[src/rtl/csdbg_pkg.sv]
package csdbg_pkg;

    typedef enum logic [2:0] {
        ST_IDLE   = 3'd0,
        ST_FETCH  = 3'd1,
        ST_COMMIT = 3'd2,
        ST_SETTLE = 3'd3,
        ST_DRAIN  = 3'd4,
        ST_HOLD   = 3'd5
    } seq_state_e;

    typedef struct packed {
        logic run;
        logic inc_n;
        logic rdaddr_n;
        logic tmprd_n;
        logic tmpwr;
        logic csrd;
        logic cswr;
    } seq_out_t;

    localparam seq_out_t OUT_QUIET = '{
        run: 1'b1, inc_n: 1'b1, rdaddr_n: 1'b1, tmprd_n: 1'b1,
        tmpwr: 1'b0, csrd: 1'b0, cswr: 1'b0
    };

endpackage

[src/rtl/csdbg_slot_class.sv]
module csdbg_slot_class #(
    parameter int SLOT_W    = 4,
    parameter int CS_LAST   = 7,
    parameter int RD_LAST   = 9,
    parameter int WR_FIRST  = 2,
    parameter int TMP_FIRST = 10
) (
    input  logic [SLOT_W-1:0] slot,
    output logic              in_cs,
    output logic              rd_cs_ok,
    output logic              wr_cs_ok,
    output logic              in_tmp,
    output logic              at_wrap
);
    localparam logic [SLOT_W-1:0] CS_LAST_V   = SLOT_W'(CS_LAST);
    localparam logic [SLOT_W-1:0] RD_LAST_V   = SLOT_W'(RD_LAST);
    localparam logic [SLOT_W-1:0] WR_FIRST_V  = SLOT_W'(WR_FIRST);
    localparam logic [SLOT_W-1:0] TMP_FIRST_V = SLOT_W'(TMP_FIRST);

    always_comb begin
        in_cs    = (slot <= CS_LAST_V);
        rd_cs_ok = (slot <= RD_LAST_V);
        wr_cs_ok = (slot >= WR_FIRST_V) && (slot <= CS_LAST_V);
        in_tmp   = (slot >= TMP_FIRST_V);
        at_wrap  = (slot == CS_LAST_V);
    end
endmodule

[src/rtl/csdbg_slot_reg.sv]
module csdbg_slot_reg #(
    parameter int SLOT_W    = 4,
    parameter int TMP_FIRST = 10
) (
    input  logic              clk,
    input  logic              rst,
    input  logic              advance,
    input  logic              at_wrap,
    input  logic              load_en,
    input  logic [SLOT_W-1:0] load_val,
    output logic [SLOT_W-1:0] slot_q
);
    localparam logic [SLOT_W-1:0] TMP_FIRST_V = SLOT_W'(TMP_FIRST);

    logic [SLOT_W-1:0] slot_d;

    always_comb begin
        slot_d = slot_q;
        if (advance) begin
            if (at_wrap)
                slot_d = '0;
            else if (slot_q < TMP_FIRST_V)
                slot_d = slot_q + 1'b1;
        end else if (load_en) begin
            slot_d = load_val;
        end
    end

    always_ff @(posedge clk) begin
        if (rst) slot_q <= '0;
        else     slot_q <= slot_d;
    end
endmodule

[src/rtl/csdbg_out_dec.sv]
module csdbg_out_dec
    import csdbg_pkg::*;
(
    input  seq_state_e state,
    input  logic       rd,
    input  logic       wr,
    input  logic       in_cs,
    input  logic       rd_cs_ok,
    input  logic       wr_cs_ok,
    input  logic       in_tmp,
    input  logic       at_wrap,
    output seq_out_t   outs
);
    logic cmd;
    logic cs_read_hit;
    logic tmp_read_hit;

    always_comb begin
        cmd          = rd | wr;
        cs_read_hit  = (wr && wr_cs_ok) || (rd && rd_cs_ok);
        tmp_read_hit = rd && in_tmp;
        outs         = OUT_QUIET;
        unique case (state)
            ST_IDLE: begin
                if (cmd && in_cs) begin
                    outs.run      = 1'b0;
                    outs.rdaddr_n = 1'b0;
                end
            end
            ST_FETCH: begin
                outs.csrd = cs_read_hit;
                if (in_cs) begin
                    outs.run      = 1'b0;
                    outs.rdaddr_n = 1'b0;
                end
                if (tmp_read_hit) outs.tmprd_n = 1'b0;
            end
            ST_COMMIT: begin
                outs.csrd = cs_read_hit;
                if (in_cs) begin
                    outs.run      = 1'b0;
                    outs.rdaddr_n = 1'b0;
                    outs.cswr     = wr;
                end
                if (tmp_read_hit) outs.tmprd_n = 1'b0;
                else              outs.tmpwr   = 1'b1;
            end
            ST_SETTLE, ST_DRAIN: begin
                if (in_cs) outs.run     = 1'b0;
                if (rd)    outs.tmprd_n = 1'b0;
            end
            ST_HOLD: begin
                if (cmd) begin
                    if (rd) outs.tmprd_n = 1'b0;
                end else if (at_wrap) begin
                    outs.inc_n = 1'b0;
                end
            end
            default: outs = OUT_QUIET;
        endcase
    end
endmodule

[src/rtl/csdbg_seq.sv]
module csdbg_seq
    import csdbg_pkg::*;
#(
    parameter int SLOT_W    = 4,
    parameter int CS_LAST   = 7,
    parameter int RD_LAST   = 9,
    parameter int WR_FIRST  = 2,
    parameter int TMP_FIRST = 10
) (
    input  logic              clk,
    input  logic              rst,
    input  logic              rd_cmd,
    input  logic              wr_cmd,
    input  logic              slot_ld,
    input  logic [SLOT_W-1:0] slot_ld_val,
    output logic [SLOT_W-1:0] slot_o,
    output logic              run_o,
    output logic              inc_addr_n,
    output logic              rd_addr_n,
    output logic              tmp_rd_n,
    output logic              tmp_wr,
    output logic              cs_rd_en,
    output logic              cs_wr_en
);
    seq_state_e state_q;
    seq_state_e state_d;
    logic       cmd;
    logic       in_cs, rd_cs_ok, wr_cs_ok, in_tmp, at_wrap;
    logic       advance, load_en;
    seq_out_t   outs;

    assign cmd = rd_cmd | wr_cmd;

    always_ff @(posedge clk) begin
        if (rst) state_q <= ST_IDLE;
        else     state_q <= state_d;
    end

    always_comb begin
        state_d = state_q;
        unique case (state_q)
            ST_IDLE:   if (cmd) state_d = ST_FETCH;
            ST_FETCH:  state_d = ST_COMMIT;
            ST_COMMIT: state_d = ST_SETTLE;
            ST_SETTLE: state_d = ST_DRAIN;
            ST_DRAIN:  state_d = ST_HOLD;
            ST_HOLD:   if (!cmd) state_d = ST_IDLE;
            default:   state_d = ST_IDLE;
        endcase
    end

    assign advance = (state_q == ST_HOLD) && !cmd;
    assign load_en = (state_q == ST_IDLE) && !cmd && slot_ld;

    csdbg_slot_class #(
        .SLOT_W(SLOT_W), .CS_LAST(CS_LAST), .RD_LAST(RD_LAST),
        .WR_FIRST(WR_FIRST), .TMP_FIRST(TMP_FIRST)
    ) u_class (
        .slot(slot_o), .in_cs(in_cs), .rd_cs_ok(rd_cs_ok),
        .wr_cs_ok(wr_cs_ok), .in_tmp(in_tmp), .at_wrap(at_wrap)
    );

    csdbg_slot_reg #(.SLOT_W(SLOT_W), .TMP_FIRST(TMP_FIRST)) u_slot (
        .clk(clk), .rst(rst), .advance(advance), .at_wrap(at_wrap),
        .load_en(load_en), .load_val(slot_ld_val), .slot_q(slot_o)
    );

    csdbg_out_dec u_dec (
        .state(state_q), .rd(rd_cmd), .wr(wr_cmd), .in_cs(in_cs),
        .rd_cs_ok(rd_cs_ok), .wr_cs_ok(wr_cs_ok), .in_tmp(in_tmp),
        .at_wrap(at_wrap), .outs(outs)
    );

    assign run_o      = outs.run;
    assign inc_addr_n = outs.inc_n;
    assign rd_addr_n  = outs.rdaddr_n;
    assign tmp_rd_n   = outs.tmprd_n;
    assign tmp_wr     = outs.tmpwr;
    assign cs_rd_en   = outs.csrd;
    assign cs_wr_en   = outs.cswr;
endmodule

[config.mk]
export PLATFORM = sky130hd
export DESIGN_NAME = csdbg_seq
export DESIGN_NICKNAME = d
export VERILOG_FILES = /design/src/rtl/csdbg_pkg.sv /design/src/rtl/csdbg_slot_class.sv /design/src/rtl/csdbg_slot_reg.sv /design/src/rtl/csdbg_out_dec.sv /design/src/rtl/csdbg_seq.sv
export SDC_FILE = /design/constraint.sdc
export NUM_CORES = 1
export LEC_CHECK = 0
export CORE_UTILIZATION = 44
export CTS_CLUSTER_DIAMETER = 120
export DETAILED_ROUTE_END_ITERATION = 8
export GPL_TIMING_DRIVEN = 1
export HOLD_SLACK_MARGIN = 0.06
export PLACE_DENSITY = 0.74
export SYNTH_ARGS = -nofsm -noshare
export SYNTH_HDL_FRONTEND = slang
export SYNTH_SLANG_ARGS = --single-unit
[constraint.sdc]
create_clock -name clk -period 2.15 [get_ports clk]
set_input_delay 0.43 -clock clk [delete_from_list [all_inputs] [get_ports clk]]
set_output_delay 0.43 -clock clk [all_outputs]
set_load 0.005 [all_outputs]
# Yosys cells after proc, flatten, opt, wreduce, memory -nomap -nowiden
# Index checks and enable logic that the tools add are counted.
[totals]
out_inout_bits = 11
rom_bits = 0
mem_bits_rw = 0
latchBits = 0
word_cells = 57
regBits = 7
n_memories = 0
[classes]
n_shift = 0
n_div = 0
n_reduce_logical = 17
n_eq_ne = 9
n_mux = 22
n_bitwise = 1
multipliers = 0
n_lt_le_gt_ge = 5
n_addsub = 1
[ops]
columns = ["cell", "count"]
rows = [
  ["$pmux 3 s6", 1],
  ["$mux 4", 4],
  ["$mux 1", 12],
  ["$logic_and 1x1->1", 8],
  ["$eq 3x2->1 const B", 2],
  ["$eq 3x3->1 const B", 2],
  ["$mux 3", 2],
  ["$add 4x1->4 const B", 1],
  ["$eq 4x3->1 const B", 1],
  ["$ge 4x2->1 const B", 1],
  ["$ge 4x4->1 const B", 1],
  ["$le 4x3->1 const B", 1],
  ["$le 4x4->1 const B", 1],
  ["$lt 4x4->1 const B", 1],
  ["$ne 2x2->1 const B", 2],
  ["$pmux 1 s2", 2],
  ["$reduce_and 2->1", 2],
  ["$reduce_or 2->1", 2],
  ["$reduce_or 4->1", 1],
  ["$eq 3x1->1 const B", 1],
  ["$logic_not 3->1", 1],
  ["$ne 3x2->1 const B", 1],
  ["$pmux 1 s3", 1],
  ["$reduce_bool 2->1", 1],
  ["3 further kinds", 3],
]

# Longest topological paths before layout
[depth]
ltp_word = 6
mapped_depth = 6

# By module
# From an unflattened synthesis, not the netlist that was laid out.
[unflattened]
cells_unflattened = 73
area_unflattened_um2 = 606.8
[by_module_without_submodules]
columns = ["module", "n_inst", "area_each_um2", "cells_each", "seq_area_each_um2"]
rows = [
  ["csdbg_slot_reg", 1, 271.5, 31, 80.1],
  ["csdbg_seq", 1, 150.1, 16, 60.1],
  ["csdbg_out_dec", 1, 148.9, 21, 0.0],
  ["csdbg_slot_class", 1, 36.3, 5, 0.0],
]

# Worst setup path before layout
# OpenSTA, ideal clock, no wires.
[synth_path]
path_type = "reg-to-output"
startpoint = "register u_slot.slot_q[0]"
endpoint = "output port tmp_rd_n"
stages_incl_launch_ff = 7
required_time_ps = 1720
setup_slack_ps = 447
path_buffers = 0
t_arrival_ps = 1273
path_cell_list = "dfxtp_1 inv_1 ha_1 o31a_1 a211oi_1 a21oi_1 nand2_1"
[synth_via]
elab_chain_len = 4
[synth_lines]
columns = ["element", "line_no", "text"]
rows = [
  ["from (decl)", "csdbg_slot_reg.sv:11", "output logic [SLOT_W-1:0] slot_q"],
  ["from (signal assigned)", "csdbg_slot_reg.sv:31", "else slot_q <= slot_d;"],
  ["$ge 4x4->1", "csdbg_slot_class.sv:24", "in_tmp = (slot >= TMP_FIRST_V);"],
  ["$logic_and 1x1->1", "csdbg_out_dec.sv:21", "tmp_read_hit = rd && in_tmp;"],
  ["$mux 1", "csdbg_out_dec.sv:36, csdbg_out_dec.sv:45", ""],
  ["$pmux 1 s3", "csdbg_out_dec.sv:23", "unique case (state)"],
  ["to (decl)", "csdbg_seq.sv:20", "output logic tmp_rd_n,"],
]
# Every way passes these cells.

# Worst setup path after layout
# Ends and elaborated chain as after synthesis.

==> flow_metrics.py <==
metrics = {
    "critical_path": {
        "rr_endpoint": "u_slot.slot_q[0]",
        "rr_startpoint": "state_q[1]",
        "rrSetupSlack_ns": 0.61,
        "path_max_fanout": 3,
        "cp.required_ns": 1.72,
        "path_buf_inv": 2,
        "path_cells": "inv_1 -> ha_1 -> o31a_1 -> a211oi_2 -> a21oi_1 -> nand2_1 -> clkbuf_2",
        "cp-start-kind": "register",
        "cp_top_family": "compound AO/OA/AOI/OAI gates",
        "max_stage_delay_ns": 0.32,
        "worstPathArrival_ns": 1.57,
        "rr_worst_depth": 4,
        "cp-end-kind": "output port",
        "critPathKind": "register to output port",
        "crit_start": "u_slot.slot_q[0]",
        "slowest_stage": "dfxtp_2",
    },
    "floorplan": {
        "chipHeight_um": 40.0,
        "start_util_pct": 48.3,
        "die_w_um": 40.0,
        "core_sq_mm": 0.00132,
        "top_level_ports": 20,
        "die_area_sq_mm": 0.00160,
        "num_rows": 13,
    },
    "synth": {
        "synth_cells": 79,
        "synthDistinctLibCells": 32,
        "synth_xor_area_share_pct": 1.38,
        "yosys.area_share.simple_pct": 23.8,
        "yosysSeqAreaShare_pct": 22.0,
        "synthAdderAreaFrac_pct": 7.86,
        "avgSynthCellArea_sq_um": 8.06,
        "synth_seq_cells": 7,
        "yosysWarnings": 0,
        "muxShareOfSynthArea_pct": 1.57,
        "syn_area_sq_um": 637,
        "synth_fp_nets": 92,
        "synth_compound_area_share_pct": 35.4,
        "synth_top_family_by_area": "compound AO/OA/AOI/OAI gates",
    },
    "timing": {
        "slew_violations": 0,
        "tightest_slew_ns": 0.326,
        "relSlewSlack_pct": 77.7,
        "finalHoldViolations": 0,
        "final-setup-viol-count": 0,
        "fin_ws_ns": 0.155,
        "whs_ns": 0.663,
        "final.setup.tns_ns": 0,
        "min_period_over_period_pct": 92.8,
        "clock_skew_ns": 0.00368,
        "fmax_mhz": 501,
        "min_period_ns": 2.00,
        "grt_setup_unrepaired": "no",
    },
    "detailed_routing": {
        "firstDrtPassIters": 4,
        "antenna_left": 0,
        "drc": 0,
        "routedWlPerCell_um": 15.1,
        "wl_um": 1900,
        "routed_via_density": 5.74,
        "first_iter_violations": 18,
        "vias": 723,
    },
    "cells_and_area": {
        "layout_common_cells": "buf_4 (13), clkdlybuf4s50_1 (10), nand2_1 (8)",
        "seq_area_sq_um": 141,
        "final_area_sq_um": 937,
        "multiInputGateArea_sq_um": 459,
        "drive_gt1_share_pct": 26.1,
        "fin_nets": 125,
        "num_antenna_cells": 0,
        "fillers": 108,
        "final_util_pct": 71.1,
        "final_cells": 126,
        "final_common_cell": "buf_4",
        "area_growth_pct": 47.2,
    },
    "worst_hold_path": {
        "min_from": "state_q[2]",
        "hp-class": "register to register",
        "hold_end": "state_q[0]",
        "hold_depth": 2,
    },
    "grt": {
        "grt_max_degree": 11,
        "antenna_found_initial": 0,
        "overflow": 0,
        "grt_pass1_vias": 644,
        "gr-usage-all-layers_pct": 28.4,
        "grt_pass1_wl_um": 2900,
    },
    "clock_tree": {
        "cts_hold_buf": 0,
        "cts_tree": "yes",
        "clk_pin_slew_ns": 0.06,
        "cts_made_buffers": 3,
        "htreeDepth": 1,
        "cts_sinks": 7,
        "clock_path_buffers": 2,
        "clock_latency_ns": 0.26,
        "ctsRootBufferMaster": "clkbuf_4",
    },
    "placed_design": {
        "placed_cell_area_sq_um": 907,
        "io_buffers": 19,
        "place_congestion": 0.805,
        "dp_hpwl_um": 1350,
        "dp_cells": 121,
        "dp_slack_ns": -0.357,
    },
    "power": {
        "powerDensity_mw_per_mm2": 524,
        "ir_drop_mv": 0.367,
        "p_leak_nw": 0.410,
        "power_uw": 492,
    },
    "run": {
        "drv_cap": 0,
    },
    "run_status": {
        "status": "complete, no violations",
    },
}
==> worst register-to-register path: stages, from the launching register on <==
cell and delay [ns]:
dfxtp_1 0.38, or3_1 0.41, buf_4 0.14, buf_4 0.16, o311a_1 0.35
==> per-layer routing <==
layer	GRT usage [%]	share of wire, %	vias to the layer above
met3	5.00	5.3	5
li1	-	-	352
met2	47.6	48	29
met5	0	0	-
met1	33.9	44	337
met4	15.5	1.8	0
==> flip-flops by register name, summed over array words and instances (netlist names) <==
name           count
state_q            3
u_slot.slot_q      4
==> worst max path at each step <==
stage / to / slack [ns] / cells after the start
after floorplan: tmp_rd_n / 0.45 / 6
after global placement: run_o / -0.28 / 6
after detailed placement: run_o / -0.36 / 6
after CTS: tmp_rd_n / 0.009 / 7
after global routing: cs_rd_en / 0.05 / 6
final: tmp_rd_n / 0.15 / 7
==> power by group <==
group          internal [mW]  switching, mW  leakage, nW
combinational          0.102         0.0970        0.337
sequential             0.142         0.0196       0.0577
clock                 0.0715         0.0594       0.0150
==> cell families after synthesis <==
group	after synthesis
fa+ha+maj	4
compound gates	27
xor+xnor	1
buf+inv	10
mux	1
simple gates	29
flops	7
==> what timing repair did <==
action / CTS / global route
resized for setup: 16 / 5
endpoints found under the setup margin: 7 / 3
buffers inserted: 1 / 0
pin swaps: 6 / 5
==> cells in the mapped netlist <==
cell / instances / area (sq um)
nand2_1: 8 / 30.0
nor2_1: 8 / 30.0
dfxtp_1: 7 / 140
o21ai_0: 7 / 35.0
inv_1: 6 / 22.5
a21oi_1: 5 / 25.0
ha_1: 4 / 50.1
nand3_1: 3 / 15.0
and3_1: 2 / 12.5
buf_2: 2 / 10.0
nor3b_1: 2 / 15.0
o211ai_1: 2 / 15.0
o21bai_1: 2 / 15.0
o311a_1: 2 / 20.0
o31a_1: 2 / 17.5
a2111oi_0: 1 / 8.76
a2111oi_4: 1 / 27.5
a211oi_1: 1 / 7.51
a221oi_1: 1 / 8.76
a22oi_4: 1 / 21.3
and2_4: 1 / 8.76
buf_4: 1 / 7.51
buf_6: 1 / 11.3
mux2i_1: 1 / 10.0
nor2_2: 1 / 6.26
nor3_1: 1 / 5.00
nor3_2: 1 / 10.0
nor3b_2: 1 / 12.5
o31ai_1: 1 / 7.51
o41ai_2: 1 / 16.3
or3_1: 1 / 6.26
xor2_1: 1 / 8.76
==> layout make-up <==
cell class,count,share of cell area (%)
Clock buffer,4,2.80
Inverter,6,2.40
Multi-Input combinational cell,62,49.0
Sequential cell,7,15.1
Tap cell,15,2.00
Timing Repair Buffer,32,28.7
Note: power is estimated with default switching activity, not from simulation.
